$ cat config.mk
export PLATFORM = sky130hd
export DESIGN_NAME = strobe_seq
export DESIGN_NICKNAME = d
export VERILOG_FILES = /design/src/rtl/strobe_seq_pkg.sv /design/src/rtl/strobe_cfg_regs.sv /design/src/rtl/strobe_phase_fsm.sv /design/src/rtl/strobe_seq.sv
export SDC_FILE = /design/constraint.sdc
export NUM_CORES = 1
export LEC_CHECK = 0
export ABC_CLOCK_PERIOD_IN_PS = 5800
export BUFFER_PORTS_ARGS = -buffer_cell sky130_fd_sc_hd__buf_2
export CAP_MARGIN = 10
export CORE_MARGIN = 1.5
export CORE_UTILIZATION = 59
export DETAILED_ROUTE_END_ITERATION = 8
export PLACE_DENSITY = 0.91
export SLEW_MARGIN = 20
export SYNTH_ARGS = -nofsm -noshare
export SYNTH_HDL_FRONTEND = slang
export SYNTH_SLANG_ARGS = --single-unit
$ cat constraint.sdc
create_clock -name clk -period 5.8 [get_ports clk]
set_input_delay 0.87 -clock clk [delete_from_list [all_inputs] [get_ports clk]]
set_output_delay 0.87 -clock clk [all_outputs]
set_load 0.02 [all_outputs]
$ cat src/rtl/strobe_seq_pkg.sv
package strobe_seq_pkg;

  typedef enum logic [1:0] {
    PH_IDLE   = 2'd0,
    PH_SETUP  = 2'd1,
    PH_ACCESS = 2'd2,
    PH_HOLD   = 2'd3
  } phase_e;

  localparam int NUM_SPACES = 2;

endpackage

$ cat src/rtl/strobe_cfg_regs.sv
module strobe_cfg_regs #(
  parameter int PHASE_W = 8,
  parameter int DATA_W  = 32,
  parameter int NSPACE  = 2
) (
  input  logic                      clk,
  input  logic                      rst_n,
  input  logic                      reg_we,
  input  logic [$clog2(NSPACE)-1:0] reg_addr,
  input  logic [DATA_W-1:0]         reg_wdata,
  output logic [DATA_W-1:0]         reg_rdata,
  input  logic [$clog2(NSPACE)-1:0] space_sel,
  output logic [PHASE_W-1:0]        sel_setup,
  output logic [PHASE_W-1:0]        sel_access,
  output logic [PHASE_W-1:0]        sel_hold,
  output logic                      sel_wide
);

  localparam int SEL_W    = $clog2(NSPACE);
  localparam int OFS_SET  = 0;
  localparam int OFS_ACC  = PHASE_W;
  localparam int OFS_HOLD = 2 * PHASE_W;
  localparam int WIDE_BIT = DATA_W - 1;

  logic [PHASE_W-1:0] setup_q [NSPACE];
  logic [PHASE_W-1:0] acc_q   [NSPACE];
  logic [PHASE_W-1:0] hold_q  [NSPACE];
  logic               wide_q  [NSPACE];

  for (genvar g = 0; g < NSPACE; g++) begin : g_space
    always_ff @(posedge clk or negedge rst_n) begin
      if (!rst_n) begin
        setup_q[g] <= '0;
        acc_q[g]   <= '0;
        hold_q[g]  <= '0;
        wide_q[g]  <= 1'b0;
      end else if (reg_we && (reg_addr == SEL_W'(g))) begin
        setup_q[g] <= reg_wdata[OFS_SET  +: PHASE_W];
        acc_q[g]   <= reg_wdata[OFS_ACC  +: PHASE_W];
        hold_q[g]  <= reg_wdata[OFS_HOLD +: PHASE_W];
        wide_q[g]  <= reg_wdata[WIDE_BIT];
      end
    end
  end

  // Bits that hold no field are not stored, so they read back as zero.
  always_comb begin
    reg_rdata                       = '0;
    reg_rdata[OFS_SET  +: PHASE_W]  = setup_q[reg_addr];
    reg_rdata[OFS_ACC  +: PHASE_W]  = acc_q[reg_addr];
    reg_rdata[OFS_HOLD +: PHASE_W]  = hold_q[reg_addr];
    reg_rdata[WIDE_BIT]             = wide_q[reg_addr];
  end

  assign sel_setup  = setup_q[space_sel];
  assign sel_access = acc_q[space_sel];
  assign sel_hold   = hold_q[space_sel];
  assign sel_wide   = wide_q[space_sel];

  logic unused_wdata;
  assign unused_wdata = ^reg_wdata[WIDE_BIT-1:OFS_HOLD+PHASE_W];

endmodule

$ cat src/rtl/strobe_phase_fsm.sv
module strobe_phase_fsm
  import strobe_seq_pkg::*;
#(
  parameter int PHASE_W = 8
) (
  input  logic               clk,
  input  logic               rst_n,
  input  logic               start,
  input  logic               wr_in,
  input  logic               wide_in,
  input  logic [PHASE_W-1:0] setup_in,
  input  logic [PHASE_W-1:0] access_in,
  input  logic [PHASE_W-1:0] hold_in,
  output logic               adr_n,
  output logic               dat_n,
  output logic               busy,
  output logic               done,
  output logic               acc_write,
  output logic               acc_wide
);

  phase_e             phase_q, phase_d;
  logic [PHASE_W-1:0] cnt_q, cnt_d;
  logic [PHASE_W-1:0] acc_len_q, hold_len_q;
  logic               last_cnt;
  logic               launch;

  assign last_cnt = (cnt_q == '0);
  assign launch   = (phase_q == PH_IDLE) && start;

  // Next phase and counter. The counter is reloaded at every phase change.
  always_comb begin
    phase_d = phase_q;
    cnt_d   = cnt_q;
    unique case (phase_q)
      PH_IDLE: begin
        if (start) begin
          phase_d = PH_SETUP;
          cnt_d   = setup_in;
        end
      end
      PH_SETUP: begin
        if (last_cnt) begin
          phase_d = PH_ACCESS;
          cnt_d   = acc_len_q;
        end else begin
          cnt_d = cnt_q - 1'b1;
        end
      end
      PH_ACCESS: begin
        if (last_cnt) begin
          phase_d = PH_HOLD;
          cnt_d   = hold_len_q;
        end else begin
          cnt_d = cnt_q - 1'b1;
        end
      end
      PH_HOLD: begin
        if (last_cnt) begin
          phase_d = PH_IDLE;
          cnt_d   = '0;
        end else begin
          cnt_d = cnt_q - 1'b1;
        end
      end
      default: begin
        phase_d = PH_IDLE;
        cnt_d   = '0;
      end
    endcase
  end

  always_ff @(posedge clk or negedge rst_n) begin
    if (!rst_n) begin
      phase_q <= PH_IDLE;
      cnt_q   <= '0;
    end else begin
      phase_q <= phase_d;
      cnt_q   <= cnt_d;
    end
  end

  // Copy the access parameters at launch.
  always_ff @(posedge clk or negedge rst_n) begin
    if (!rst_n) begin
      acc_len_q  <= '0;
      hold_len_q <= '0;
      acc_write  <= 1'b0;
      acc_wide   <= 1'b0;
    end else if (launch) begin
      acc_len_q  <= access_in;
      hold_len_q <= hold_in;
      acc_write  <= wr_in;
      acc_wide   <= wide_in;
    end
  end

  // The strobes come straight from flops, decoded from the next phase.
  always_ff @(posedge clk or negedge rst_n) begin
    if (!rst_n) begin
      adr_n <= 1'b1;
      dat_n <= 1'b1;
      done  <= 1'b0;
    end else begin
      adr_n <= (phase_d == PH_IDLE);
      dat_n <= (phase_d != PH_ACCESS);
      done  <= (phase_q == PH_HOLD) && last_cnt;
    end
  end

  assign busy = (phase_q != PH_IDLE);

endmodule

$ cat src/rtl/strobe_seq.sv
module strobe_seq
  import strobe_seq_pkg::*;
#(
  parameter int PHASE_W = 8,
  parameter int DATA_W  = 32
) (
  input  logic              clk,
  input  logic              rst_n,
  input  logic              reg_we,
  input  logic              reg_addr,
  input  logic [DATA_W-1:0] reg_wdata,
  output logic [DATA_W-1:0] reg_rdata,
  input  logic              start,
  input  logic              write_req,
  input  logic              space_io,
  output logic              adr_n,
  output logic              dat_n,
  output logic              busy,
  output logic              done,
  output logic              acc_write,
  output logic              acc_wide
);

  logic [PHASE_W-1:0] cur_setup, cur_access, cur_hold;
  logic               cur_wide;

  strobe_cfg_regs #(
    .PHASE_W (PHASE_W),
    .DATA_W  (DATA_W),
    .NSPACE  (NUM_SPACES)
  ) u_cfg (
    .clk        (clk),
    .rst_n      (rst_n),
    .reg_we     (reg_we),
    .reg_addr   (reg_addr),
    .reg_wdata  (reg_wdata),
    .reg_rdata  (reg_rdata),
    .space_sel  (space_io),
    .sel_setup  (cur_setup),
    .sel_access (cur_access),
    .sel_hold   (cur_hold),
    .sel_wide   (cur_wide)
  );

  strobe_phase_fsm #(
    .PHASE_W (PHASE_W)
  ) u_fsm (
    .clk       (clk),
    .rst_n     (rst_n),
    .start     (start),
    .wr_in     (write_req),
    .wide_in   (cur_wide),
    .setup_in  (cur_setup),
    .access_in (cur_access),
    .hold_in   (cur_hold),
    .adr_n     (adr_n),
    .dat_n     (dat_n),
    .busy      (busy),
    .done      (done),
    .acc_write (acc_write),
    .acc_wide  (acc_wide)
  );

endmodule

# Word-level counts from Yosys, hierarchy flattened
# Index checks and enable logic that the tools add are counted.
classes:
  add_sub_neg: 1
  order_cmp: 2
  n_eq_ne: 5
  mux: 34
  bitwise: 3
  reduce_logical: 8
op_table:
  columns: ["cell", "count"]
  rows:
  - ["$mux 8", 22]
  - ["$pmux 8 s4", 1]
  - ["$logic_not 8->1", 1]
  - ["$mux 2", 4]
  - ["$pmux 2 s4", 1]
  - ["$sub 8x1->8 const B", 1]
  - ["$mux 1", 6]
  - ["$eq 2x2->1 const B", 2]
  - ["$ge 2x2->1 const B", 2]
  - ["$logic_and 1x1->1", 4]
  - ["$logic_not 2->1", 2]
  - ["$ne 2x2->1 const B", 2]
  - ["$not 1->2", 2]
  - ["$eq 2x1->1 const B", 1]
  - ["$reduce_bool 2->1", 1]
  - ["$not 1->1", 1]
totals:
  ff_bits: 81
  input_bits: 39
  output_inout_bits: 38
  wordCells: 70

# Longest topological paths before layout
# Gate-level depths: netlist (run 1).
logic_depth:
  word_depth: 6
  mapped_depth: 8
  depth_no_buf: 6

# Modules after synthesis
# Synthesis (run 1) repeated with hierarchy kept, for this count alone.
unflattened:
  hier_cells: 318
  hier_area_um2: 4141.5
modules_own_cells:
  columns: ["module", "n_inst", "cells_each", "area_each_um2", "seq_area_each_um2"]
  rows:
  - ["strobe_cfg_regs", 1, 171, 2541.2, 1251.2]
  - ["strobe_phase_fsm", 1, 147, 1600.3, 778.2]

# Worst setup path before layout (run 1)
# OpenSTA, ideal clock, no wires.
synth_path:
  path_kind: "input to output"
  start: "input port reg_addr"
  end: "output port reg_rdata[0]"
  arrival_ns: 1.932
  t_required_ns: 4.930
  setup_slack_ns: 2.998
  path_stages: 3
  path_buffers: 2
  cell_sequence: "clkbuf_1 -> buf_1 -> mux2_2"
synth_via:
  elab_chain_len: 4
synth_lines:
  columns: ["item", "line", "source"]
  rows:
  - ["from (decl)", "strobe_seq.sv:10", "input logic reg_addr,"]
  - ["$not 1->2 (implied by the code)", "strobe_cfg_regs.sv:49", "reg_rdata[OFS_SET +: PHASE_W] = setup_q[reg_addr];"]
  - ["$mux 8 (implied by the code) (3 in a row)", "strobe_cfg_regs.sv:49", null]
  - ["to (decl)", "strobe_seq.sv:12", "output logic [DATA_W-1:0] reg_rdata,"]
# No other way between the ends. The select of a mux whose other input is x is not followed.

# Final worst setup path (run 1)
layout_path:
  start: "register u_fsm.phase_q[1]"
  end: "output port busy"
layout_via:
  elab_chain_len: 1
layout_lines:
  columns: ["item", "line", "source"]
  rows:
  - ["from (decl)", "strobe_phase_fsm.sv:22", "phase_e phase_q, phase_d;"]
  - ["from (signal assigned)", "strobe_phase_fsm.sv:78", "phase_q <= phase_d;"]
  - ["$reduce_bool 2->1", "strobe_phase_fsm.sv:111", "assign busy = (phase_q != PH_IDLE);"]
  - ["to (decl)", "strobe_seq.sv:18", "output logic busy,"]
# No other way between the ends.

==> results of run 1 <==
-- cells in the final DEF (no fill, tap or decap), types with 2 or more instances in the layout --
| master | instances |
|---|---|
| dfrtp_1 | 79 |
| dfstp_2 | 2 |
| o41ai_1 | 2 |
| clkinvlp_4 | 2 |
| nor3_1 | 2 |
| a221oi_1 | 4 |
| nand2_1 | 11 |
| ha_1 | 2 |
| a22o_1 | 2 |
| o211ai_1 | 6 |
| conb_1 | 7 |
| o21ai_0 | 3 |
| a21oi_1 | 25 |
| nand3b_1 | 2 |
| buf_2 | 61 |
| clkbuf_8 | 9 |
| inv_1 | 4 |
| buf_4 | 2 |
| o31ai_1 | 7 |
| nor2_1 | 26 |
| mux2i_1 | 25 |
| clkinv_2 | 3 |
| mux2_2 | 76 |
| or4_1 | 2 |
| nor2b_1 | 4 |
| xor2_1 | 2 |
-- power by group through the flow --
stage	Clock [W]	Sequential, W	Combinational (W)
3_3_place_gp	0	0.000846	0.000491
2_1_floorplan	0	0.000827	0.000391
3_5_place_dp	0	0.000858	0.000509
5_1_grt	0.000437	0.000870	0.000563
4_1_cts	0.000413	0.000848	0.000513
6_report	0.000406	0.000850	0.000511
-- worst min path at each step --
stage,from,endpoint,depth (start not counted)
after global routing,u_fsm.acc_write,u_fsm.acc_write,1
after CTS,u_fsm.acc_write,u_fsm.acc_write,1
after floorplan,u_fsm.acc_len_q[7],u_fsm.acc_len_q[7],2
final,u_fsm.acc_write,u_fsm.acc_write,1
after global placement,u_fsm.acc_write,u_fsm.acc_write,1
after detailed placement,u_fsm.acc_write,u_fsm.acc_write,1
-- worst max-delay path, stage by stage, from the launching register on --
cell and delay (ns):
dfrtp_1 0.49, nor2_1 0.68, inv_1 0.29, buf_2 0.25
-- registers in the layout, summed over array words and instances (netlist names) --
| signal | flops |
|---|---|
| u_fsm.adr_n | 1 |
| u_fsm.dat_n | 1 |
| u_fsm.acc_wide | 1 |
| u_fsm.acc_len_q | 8 |
| u_cfg.hold_q | 16 |
| u_fsm.phase_q | 2 |
| u_fsm.hold_len_q | 8 |
| u_cfg.wide_q | 2 |
| u_fsm.acc_write | 1 |
| u_fsm.cnt_q | 8 |
| u_cfg.setup_q | 16 |
| u_fsm.done | 1 |
| u_cfg.acc_q | 16 |
-- area by class of cell --
cell class | count | share of cell area
inverters | 4 | 0.00336
flip-flops and latches | 81 | 0.454
repair buffers | 64 | 0.0742
clock inverters | 7 | 0.0154
clock buffers | 9 | 0.0277
well taps | 77 | 0.0216
multi-input cells | 223 | 0.403
-- routing by layer --
metal | share of wire | vias to the layer above | wire (µm)
li1 | - | 1277 | -
met1 | 0.44 | 1368 | 3370
met2 | 0.51 | 67 | 3940
met3 | 0.041 | 10 | 316
met4 | 0.012 | 0 | 92
met5 | 0 | - | 0
-- cells by family after synthesis --
logic type | after synthesis
AO/OA/AOI/OAI | 54
XOR/XNOR | 3
adder cells (fa/ha/maj) | 2
buffers and inverters | 35
flip-flops | 81
multiplexers | 101
other | 1
AND/OR/NAND/NOR | 56
-- stage by stage --
stage                     hold WS [ns]  setup slack, ns  power (W)   util
after global routing             0.545             2.65    0.00187  0.696
after global placement           0.489             2.81    0.00134  0.665
after detailed placement         0.499             2.95    0.00137  0.665
final                            0.513             2.87    0.00177  0.696
after CTS                        0.515             2.87    0.00177  0.695
after floorplan                  0.487             3.00    0.00122      -
==> impl_metrics.yaml, run 1 <==
status:
  status: "finished with violations"
  violations: "design-rule violations"
synthesis:
  ys_top_cells_by_count: "79 x dfrtp_1, 76 x mux2_2, 26 x nor2_1"
  synth.most_common_cell: "dfrtp_1"
  synth-seq-cells: 81
  ys_warn_count: 0
  synthesis.area_mm2: 0.00397
  synth_top_family_by_area: "multiplexers"
  ys_async_sr_fraction: 1.00
  synthXorXnorAreaFrac: 0.00662
  synth_ff_type: "dfrtp_1"
  yosys.area.top_type: "dfrtp_1"
  synthTopCellsByArea: "dfrtp_1 50%, mux2_2 22%, mux2i_1 6.3%, a21oi_1 3.2%, nor2_1 2.5%"
  seq_area_frac_synth: 0.511
  synthMuxAreaShare: 0.279
  yosysTopAreaCellShare: 0.498
  synth_compound_area_frac: 0.0882
  yosysUniqueCellTypes: 40
  syn_inst: 333
  synth_edf_count: 0
  synthAdderAreaFrac: 0.00630
  avgSynthCellArea_um2: 11.9
  synth-simple-area-share: 0.0662
route:
  ant_nets: 0
  drt_iter0_drc: 181
  drc: 5
  num_vias: 2722
  wl_per_cell_um: 16.6
  dr.pass1.iters: 7
  vias_per_cell: 5.85
  routed_wl_mm: 7.72
global_routing:
  grt_pass1_vias: 2711
  antenna_found_initial: 0
  grt.met2_usage: 0.369
  grt_pass1_wl_mm: 12.7
  grt_max_degree: 82
  overflow: 0
  use_met1: 0.294
  grt_util_met3: 0.0496
  grt-busiest-layer: "met2"
  grtUsageTotal: 0.224
die:
  ios: 77
  dieHeight_um: 85.0
  rows: 29
  die_x_um: 85.0
  dieArea_mm2: 0.00723
  initial_core_util: 0.618
  core_mm2: 0.00642
place:
  dpl_cell_area_mm2: 0.00427
  hpwl_mm: 5.09
  io_buffers: 62
  placedCellCount: 449
  gp_congestion: 0.871
power:
  clockPowerShare: 0.230
  p_switching_w: 0.000610
  comb_power_share: 0.289
  p_per_area_mw_per_mm2: 396
  max-vdd-ir-drop_mv: 0.207
  p_sw_frac: 0.345
  internal_power_w: 0.00116
  leakagePower_nw: 2.02
  p_seq_frac: 0.481
timing:
  hold_violations: 0
  finClkSkew_ns: 0.0123
  worstMarginPinSlew_ns: 0.816
  max_slew_margin: 0.454
  min_period_over_period: 0.505
  tns_ns: 0
  max_freq_mhz: 342
  fin_crit_ns: 2.93
  maxSlewViolCount: 0
  setup_violations: 0
  rsz0062_at_grt: "no"
final_layout:
  fillers: 466
  area_growth_pct: 12.5
  n_antenna_cell: 0
  design_area_mm2: 0.00447
  layout-drive-gt1-share: 0.415
  regArea_mm2: 0.00203
  layout.nets: 424
  multi_input_area_mm2: 0.00180
  final_cells: 465
setup_path:
  path_class: "flop to primary output"
  critPathLaunch: "u_fsm.phase_q[1]"
  arrival_ns: 2.06
  r2r_start: "u_fsm.cnt_q[0]"
  startpoint_type: "flop"
  endpoint: "busy"
  cp-end-kind: "primary output"
  r2r_end: "u_fsm.cnt_q[1]"
  r2r_slack_ns: 3.51
  r2r.worst_path.cells: 6
  cp_max_fo: 14
  cp.required_ns: 4.93
clock_tree:
  cts_tree: "done"
  htree_levels: 3
  clock-sinks: 81
  clkTransAtPathRegs_ns: 0.07
  clock_latency_ns: 0.36
  cts_resized: 0
  cts_buffer_depth: 2
  post_cts_buffers: 0
  clockRootBuffer: "clkbuf_8"
  cts_buffers: 9
  holdBufCountCts: 0
flow_run:
  maxCapViolCount: 0
hold_path:
  hold_path.class: "flop to flop"
No activity file was read; power rests on OpenSTA's default activity.
==> run 2: changes to the inputs <==
--- a/config.mk
+++ b/config.mk
@@ -5,13 +5,14 @@
 export SDC_FILE = /design/constraint.sdc
 export NUM_CORES = 1
 export LEC_CHECK = 0
-export ABC_CLOCK_PERIOD_IN_PS = 5800
+export ABC_AREA = 1
+export ABC_CLOCK_PERIOD_IN_PS = 2400
 export BUFFER_PORTS_ARGS = -buffer_cell sky130_fd_sc_hd__buf_2
 export CAP_MARGIN = 10
 export CORE_MARGIN = 1.5
-export CORE_UTILIZATION = 59
+export CORE_UTILIZATION = 50
 export DETAILED_ROUTE_END_ITERATION = 8
-export PLACE_DENSITY = 0.91
+export PLACE_DENSITY = 0.83
 export SLEW_MARGIN = 20
 export SYNTH_ARGS = -nofsm -noshare
 export SYNTH_HDL_FRONTEND = slang
==> constraint.sdc (replaced) <==
create_clock -name clk -period 2.4 [get_ports clk]
set_input_delay 0.36 -clock clk [delete_from_list [all_inputs] [get_ports clk]]
set_output_delay 0.36 -clock clk [all_outputs]
set_load 0.02 [all_outputs]
==> impl_metrics.yaml, run 2 <==
status:
  status: "finished with violations"
  violations: "negative hold slack"
final_layout:
  final_common_cell: "nand2_1"
  design_area_mm2: 0.00471
  layout.nets: 645
  final_cell_mix: "205 x nand2_1, 101 x o21ai_0, 79 x dfrtp_1"
  final_cells: 711
  layout-drive-gt1-share: 0.171
  top_regs: "u_cfg.acc_q: 16 flops, u_cfg.hold_q: 16 flops, u_cfg.setup_q: 16 flops"
  n_antenna_cell: 0
  area_growth_pct: 14.2
clock_tree:
  cts_tree: "done"
  holdBufCountCts: 0
  clockRootBuffer: "clkbuf_8"
  htree_levels: 3
  cts_buffers: 9
  clock-sinks: 81
  cts_buffer_depth: 2
  clock_latency_ns: 0.35
  post_cts_buffers: 0
  clkTransAtPathRegs_ns: 0.09
  cts_resized: 0
timing:
  tns_ns: 0
  max_freq_mhz: 565
  setup_violations: 0
  finClkSkew_ns: 0.00669
  whs_ns: -0.00129
  min_period_over_period: 0.738
  fin_crit_ns: 1.77
  maxSlewViolCount: 0
  hold_violations: 1
  rsz0062_at_grt: "no"
  worstMarginPinSlew_ns: 0.600
  max_slew_margin: 0.599
global_routing:
  grt_pass1_wl_mm: 15.0
  grt_max_degree: 82
  grt_util_met3: 0.0324
  grt.met2_usage: 0.350
  grtUsageTotal: 0.217
  overflow: 0
  grt-busiest-layer: "met2"
  use_met1: 0.296
  antenna_found_initial: 0
  grt_pass1_vias: 3290
place:
  io_buffers: 62
  hpwl_mm: 6.02
  gp_congestion: 0.820
  placedCellCount: 695
  dpl_cell_area_mm2: 0.00448
synthesis:
  seq_area_frac_synth: 0.492
  yosys.area.top_type: "dfrtp_1"
  synth_ff_type: "dfrtp_1"
  ys_warn_count: 0
  synthXorXnorAreaFrac: 0.00212
  synthMuxAreaShare: 0
  ys_async_sr_fraction: 1.00
  synthTopCellsByArea: "dfrtp_1 48%, nand2_1 19%, o21ai_0 12%, inv_1 5.4%, nand3_1 2.8%"
  yosysTopAreaCellShare: 0.480
  synth_compound_area_frac: 0.138
  ys_top_cells_by_count: "205 x nand2_1, 101 x o21ai_0, 79 x dfrtp_1"
  synth-seq-cells: 81
  synth_edf_count: 0
  synthAdderAreaFrac: 0.00607
  syn_inst: 551
  synthesis.area_mm2: 0.00412
  synth.most_common_cell: "nand2_1"
  yosysUniqueCellTypes: 25
  avgSynthCellArea_um2: 7.48
  synth_top_family_by_area: "simple AND/OR/NAND/NOR gates"
  synth-simple-area-share: 0.259
die:
  core_mm2: 0.00785
  ios: 77
  initial_core_util: 0.525
  rows: 32
  dieHeight_um: 93.8
  die_x_um: 93.8
  dieArea_mm2: 0.00880
power:
  total_power_w: 0.00313
  p_per_area_mw_per_mm2: 664
  max-vdd-ir-drop_mv: 0.412
  leakagePower_nw: 2.53
setup_path:
  path_cells: "nor2_4, inv_2, buf_2"
  arrival_ns: 1.41
  path_class: "flop to primary output"
  cp-end-kind: "primary output"
  r2r.worst_path.cells: 7
  slowest_stage: "dfrtp_1"
  startpoint_type: "flop"
  cp.required_ns: 2.04
  cp_slowest_stage_delay_ns: 0.50
  cp_max_fo: 8
route:
  ant_nets: 0
  drt_iter0_drc: 292
  num_vias: 3591
  wl_per_cell_um: 12.6
  routed_wl_mm: 8.95
  dr.pass1.iters: 5
  vias_per_cell: 5.05
  drc: 0
hold_path:
  hold_path.class: "input port to asynchronous set/reset pin"
flow_run:
  maxCapViolCount: 0
## run 2: worst paths after layout
path                             startpoint              end  slack [ns]
max in group asynchronous             rst_n      u_fsm.dat_n        2.02
setup / recovery           u_fsm.phase_q[1]             busy        0.63
hold reg to reg             u_fsm.acc_write  u_fsm.acc_write        0.48
setup reg to reg           u_fsm.phase_q[1]   u_fsm.cnt_q[0]        0.78
hold / removal                        rst_n   u_fsm.cnt_q[6]      -0.001
min in group clk                  write_req  u_fsm.acc_write        0.20
## run 2: cell type report
class | count | area (µm²)
Fill cell | 716 | 3140
Sequential cell | 81 | 2030
Multi-Input combinational cell | 379 | 1700
Timing Repair Buffer | 68 | 383
Inverter | 65 | 244
Tap cell | 102 | 128
Clock buffer | 9 | 124
Clock inverter | 7 | 101
## run 2: logic make-up (layout without fill, tap and decap cells)
group / after synthesis / count (layout)
other cells: 1 / 7
xor+xnor: 1 / 1
buf+inv: 97 / 149
flops: 81 / 81
compound gates: 112 / 112
fa+ha+maj: 2 / 2
simple gates: 257 / 257
## run 2: per-stage QoR
| step | util | setup slack, ns |
|---|---|---|
| after floorplan | - | 0.854 |
| after global placement | 0.571 | 0.749 |
| after detailed placement | 0.571 | 0.726 |
| after CTS | 0.600 | 0.623 |
| after global routing | 0.600 | 0.574 |
| final | 0.600 | 0.629 |
## run 2: power breakdown
part           switching, W  internal, W  leakage (nW)  total, W
clock              0.000531     0.000599         0.112   0.00113
combinational      0.000307     0.000153          1.40  0.000459
sequential        0.0000679      0.00147          1.01   0.00154
total              0.000906      0.00222          2.53   0.00313
## run 2: critical path, delay by kind of cell (launching register included)
family	cells	cell delay, ns
DFF	1	0.50
and+or+nand+nor	1	0.24
buffers and inverters	2	0.32
## run 2: routing by layer
| layer | wire length [µm] | part of all wire |
|---|---|---|
| met5 | 0 | 0 |
| met4 | 175 | 0.020 |
| met3 | 402 | 0.045 |
| met2 | 4330 | 0.48 |
| met1 | 4040 | 0.45 |
==> run 3: changes to the inputs <==
--- a/config.mk
+++ b/config.mk
@@ -6,13 +6,13 @@
 export NUM_CORES = 1
 export LEC_CHECK = 0
 export ABC_AREA = 1
-export ABC_CLOCK_PERIOD_IN_PS = 2400
+export ABC_CLOCK_PERIOD_IN_PS = 1700
 export BUFFER_PORTS_ARGS = -buffer_cell sky130_fd_sc_hd__buf_2
 export CAP_MARGIN = 10
 export CORE_MARGIN = 1.5
-export CORE_UTILIZATION = 50
+export CORE_UTILIZATION = 56
 export DETAILED_ROUTE_END_ITERATION = 8
-export PLACE_DENSITY = 0.83
+export PLACE_DENSITY = 0.87
 export SLEW_MARGIN = 20
 export SYNTH_ARGS = -nofsm -noshare
 export SYNTH_HDL_FRONTEND = slang
==> constraint.sdc (replaced) <==
create_clock -name clk -period 1.7 [get_ports clk]
set_input_delay 0.255 -clock clk [delete_from_list [all_inputs] [get_ports clk]]
set_output_delay 0.255 -clock clk [all_outputs]
set_load 0.02 [all_outputs]
==> impl_metrics.yaml, run 3 (synthesis gave the netlist of run 2 again) <==
place:
  io_buffers: 62
  placedCellCount: 697
  hpwl_mm: 6.22
  gp_congestion: 0.894
setup_path:
  startpoint_type: "flop"
  cp.required_ns: 1.44
  path_cells: "nor2_4, inv_2, buf_2"
  cp-end-kind: "primary output"
  arrival_ns: 1.36
  cp_max_fo: 8
  cp_slowest_stage_delay_ns: 0.48
  cp.buffers_inverters: 2
  slowest_stage: "dfrtp_2"
  critical-path-top-delay-family: "flip-flops"
  path_class: "flop to primary output"
route:
  num_vias: 3786
  wl_per_cell_um: 12.9
  vias_per_cell: 5.30
  routed_wl_mm: 9.24
  drt_iter0_drc: 415
  drc: 0
  dr.pass1.iters: 5
  ant_nets: 0
power:
  p_per_area_mw_per_mm2: 980
  total_power_w: 0.00469
  leakagePower_nw: 2.58
  max-vdd-ir-drop_mv: 0.617
clock_tree:
  cts_buffer_depth: 2
  clkTransAtPathRegs_ns: 0.08
  cts_buffers: 9
  clock-sinks: 81
  clockRootBuffer: "clkbuf_8"
  clock_latency_ns: 0.35
  htree_levels: 3
  post_cts_buffers: 0
  cts_tree: "done"
die:
  initial_core_util: 0.575
  core_mm2: 0.00718
  dieHeight_um: 88.8
  rows: 31
  die_x_um: 88.8
  dieArea_mm2: 0.00789
  ios: 77
final_layout:
  n_antenna_cell: 0
  layout.nets: 651
  final_cell_mix: "205 x nand2_1, 101 x o21ai_0, 77 x dfrtp_1"
  layout-drive-gt1-share: 0.180
  final_common_cell: "nand2_1"
  top_regs: "u_cfg.acc_q: 16 flops, u_cfg.hold_q: 16 flops, u_cfg.setup_q: 16 flops"
  final_cells: 714
  area_growth_pct: 16.1
timing:
  min_period_over_period: 0.947
  worstMarginPinSlew_ns: 0.518
  max_slew_margin: 0.655
  finClkSkew_ns: 0.00751
  rsz0062_at_grt: "no"
  fin_crit_ns: 1.61
  max_freq_mhz: 621
  hold_violations: 0
  tns_ns: 0
  maxSlewViolCount: 0
  setup_violations: 0
global_routing:
  grt_max_degree: 41
  antenna_found_initial: 0
  grt_pass1_vias: 3439
  grtUsageTotal: 0.255
  grt_pass1_wl_mm: 15.5
  overflow: 0
hold_path:
  hold_path.class: "input port to flop"
flow_run:
  maxCapViolCount: 0
status:
  status: "finished clean"
[run 3: power by group]
part,switching [W],internal [W]
Combinational,0.000441,0.000220
Sequential,0.000100,0.00207
Clock,0.000729,0.00113
[run 3: routing by layer]
layer  global-route usage  part of all wire
met5                    0                 0
met4               0.0866             0.013
met3               0.0466             0.058
met2                0.410              0.49
met1                0.350              0.44
[run 3: area by class of cell]
cell class	count	area, µm²
Inverter	65	244
Fill cell	584	2390
Multi-Input combinational cell	379	1700
Clock inverter	7	141
Timing Repair Buffer	74	418
Clock buffer	9	124
Sequential cell	81	2030
Tap cell	99	124
[run 3: timing repair]
action | CTS | global route
endpoints found under the hold margin | 35 | 0
endpoints found under the setup margin | 0 | 2
hold buffers | 1 | 0
resized for setup | 0 | 3
[run 3: per-stage QoR]
stage                util  hold WS [ns]  area [µm²]  setup WS [ns]
floorplan               -       -0.0406        4150          0.338
global route        0.667         0.114        4790         0.0227
finish              0.667        0.0909        4790         0.0893
detailed placement  0.628         0.267        4500          0.191
CTS                 0.666        0.0854        4780         0.0459
global placement    0.628         0.264        4500          0.242
[run 3: path summary, 6_finish.rpt]
path / start / endpoint / slack, ns / cells after the start
min in group asynchronous: rst_n / u_cfg.acc_q[13] / 0.42 / 2
max: u_fsm.phase_q[1] / busy / 0.09 / 3
max in group asynchronous: rst_n / u_fsm.acc_wide / 0.74 / 3
min reg2reg: u_fsm.acc_len_q[0] / u_fsm.acc_len_q[0] / 0.49 / 2
min: write_req / u_fsm.acc_write / 0.09 / 3
max reg2reg: u_fsm.cnt_q[0] / u_fsm.adr_n / 0.19 / 9
[run 3: worst reg2reg max path: stages, from the launching register on]
cell and delay, ns:
dfrtp_1 0.40, inv_1 0.13, ha_1 0.24, nand2_2 0.13, inv_1 0.08, nand2_4 0.14
nand2_1 0.09, nand2_1 0.06, nand2_1 0.06, nor2_1 0.11
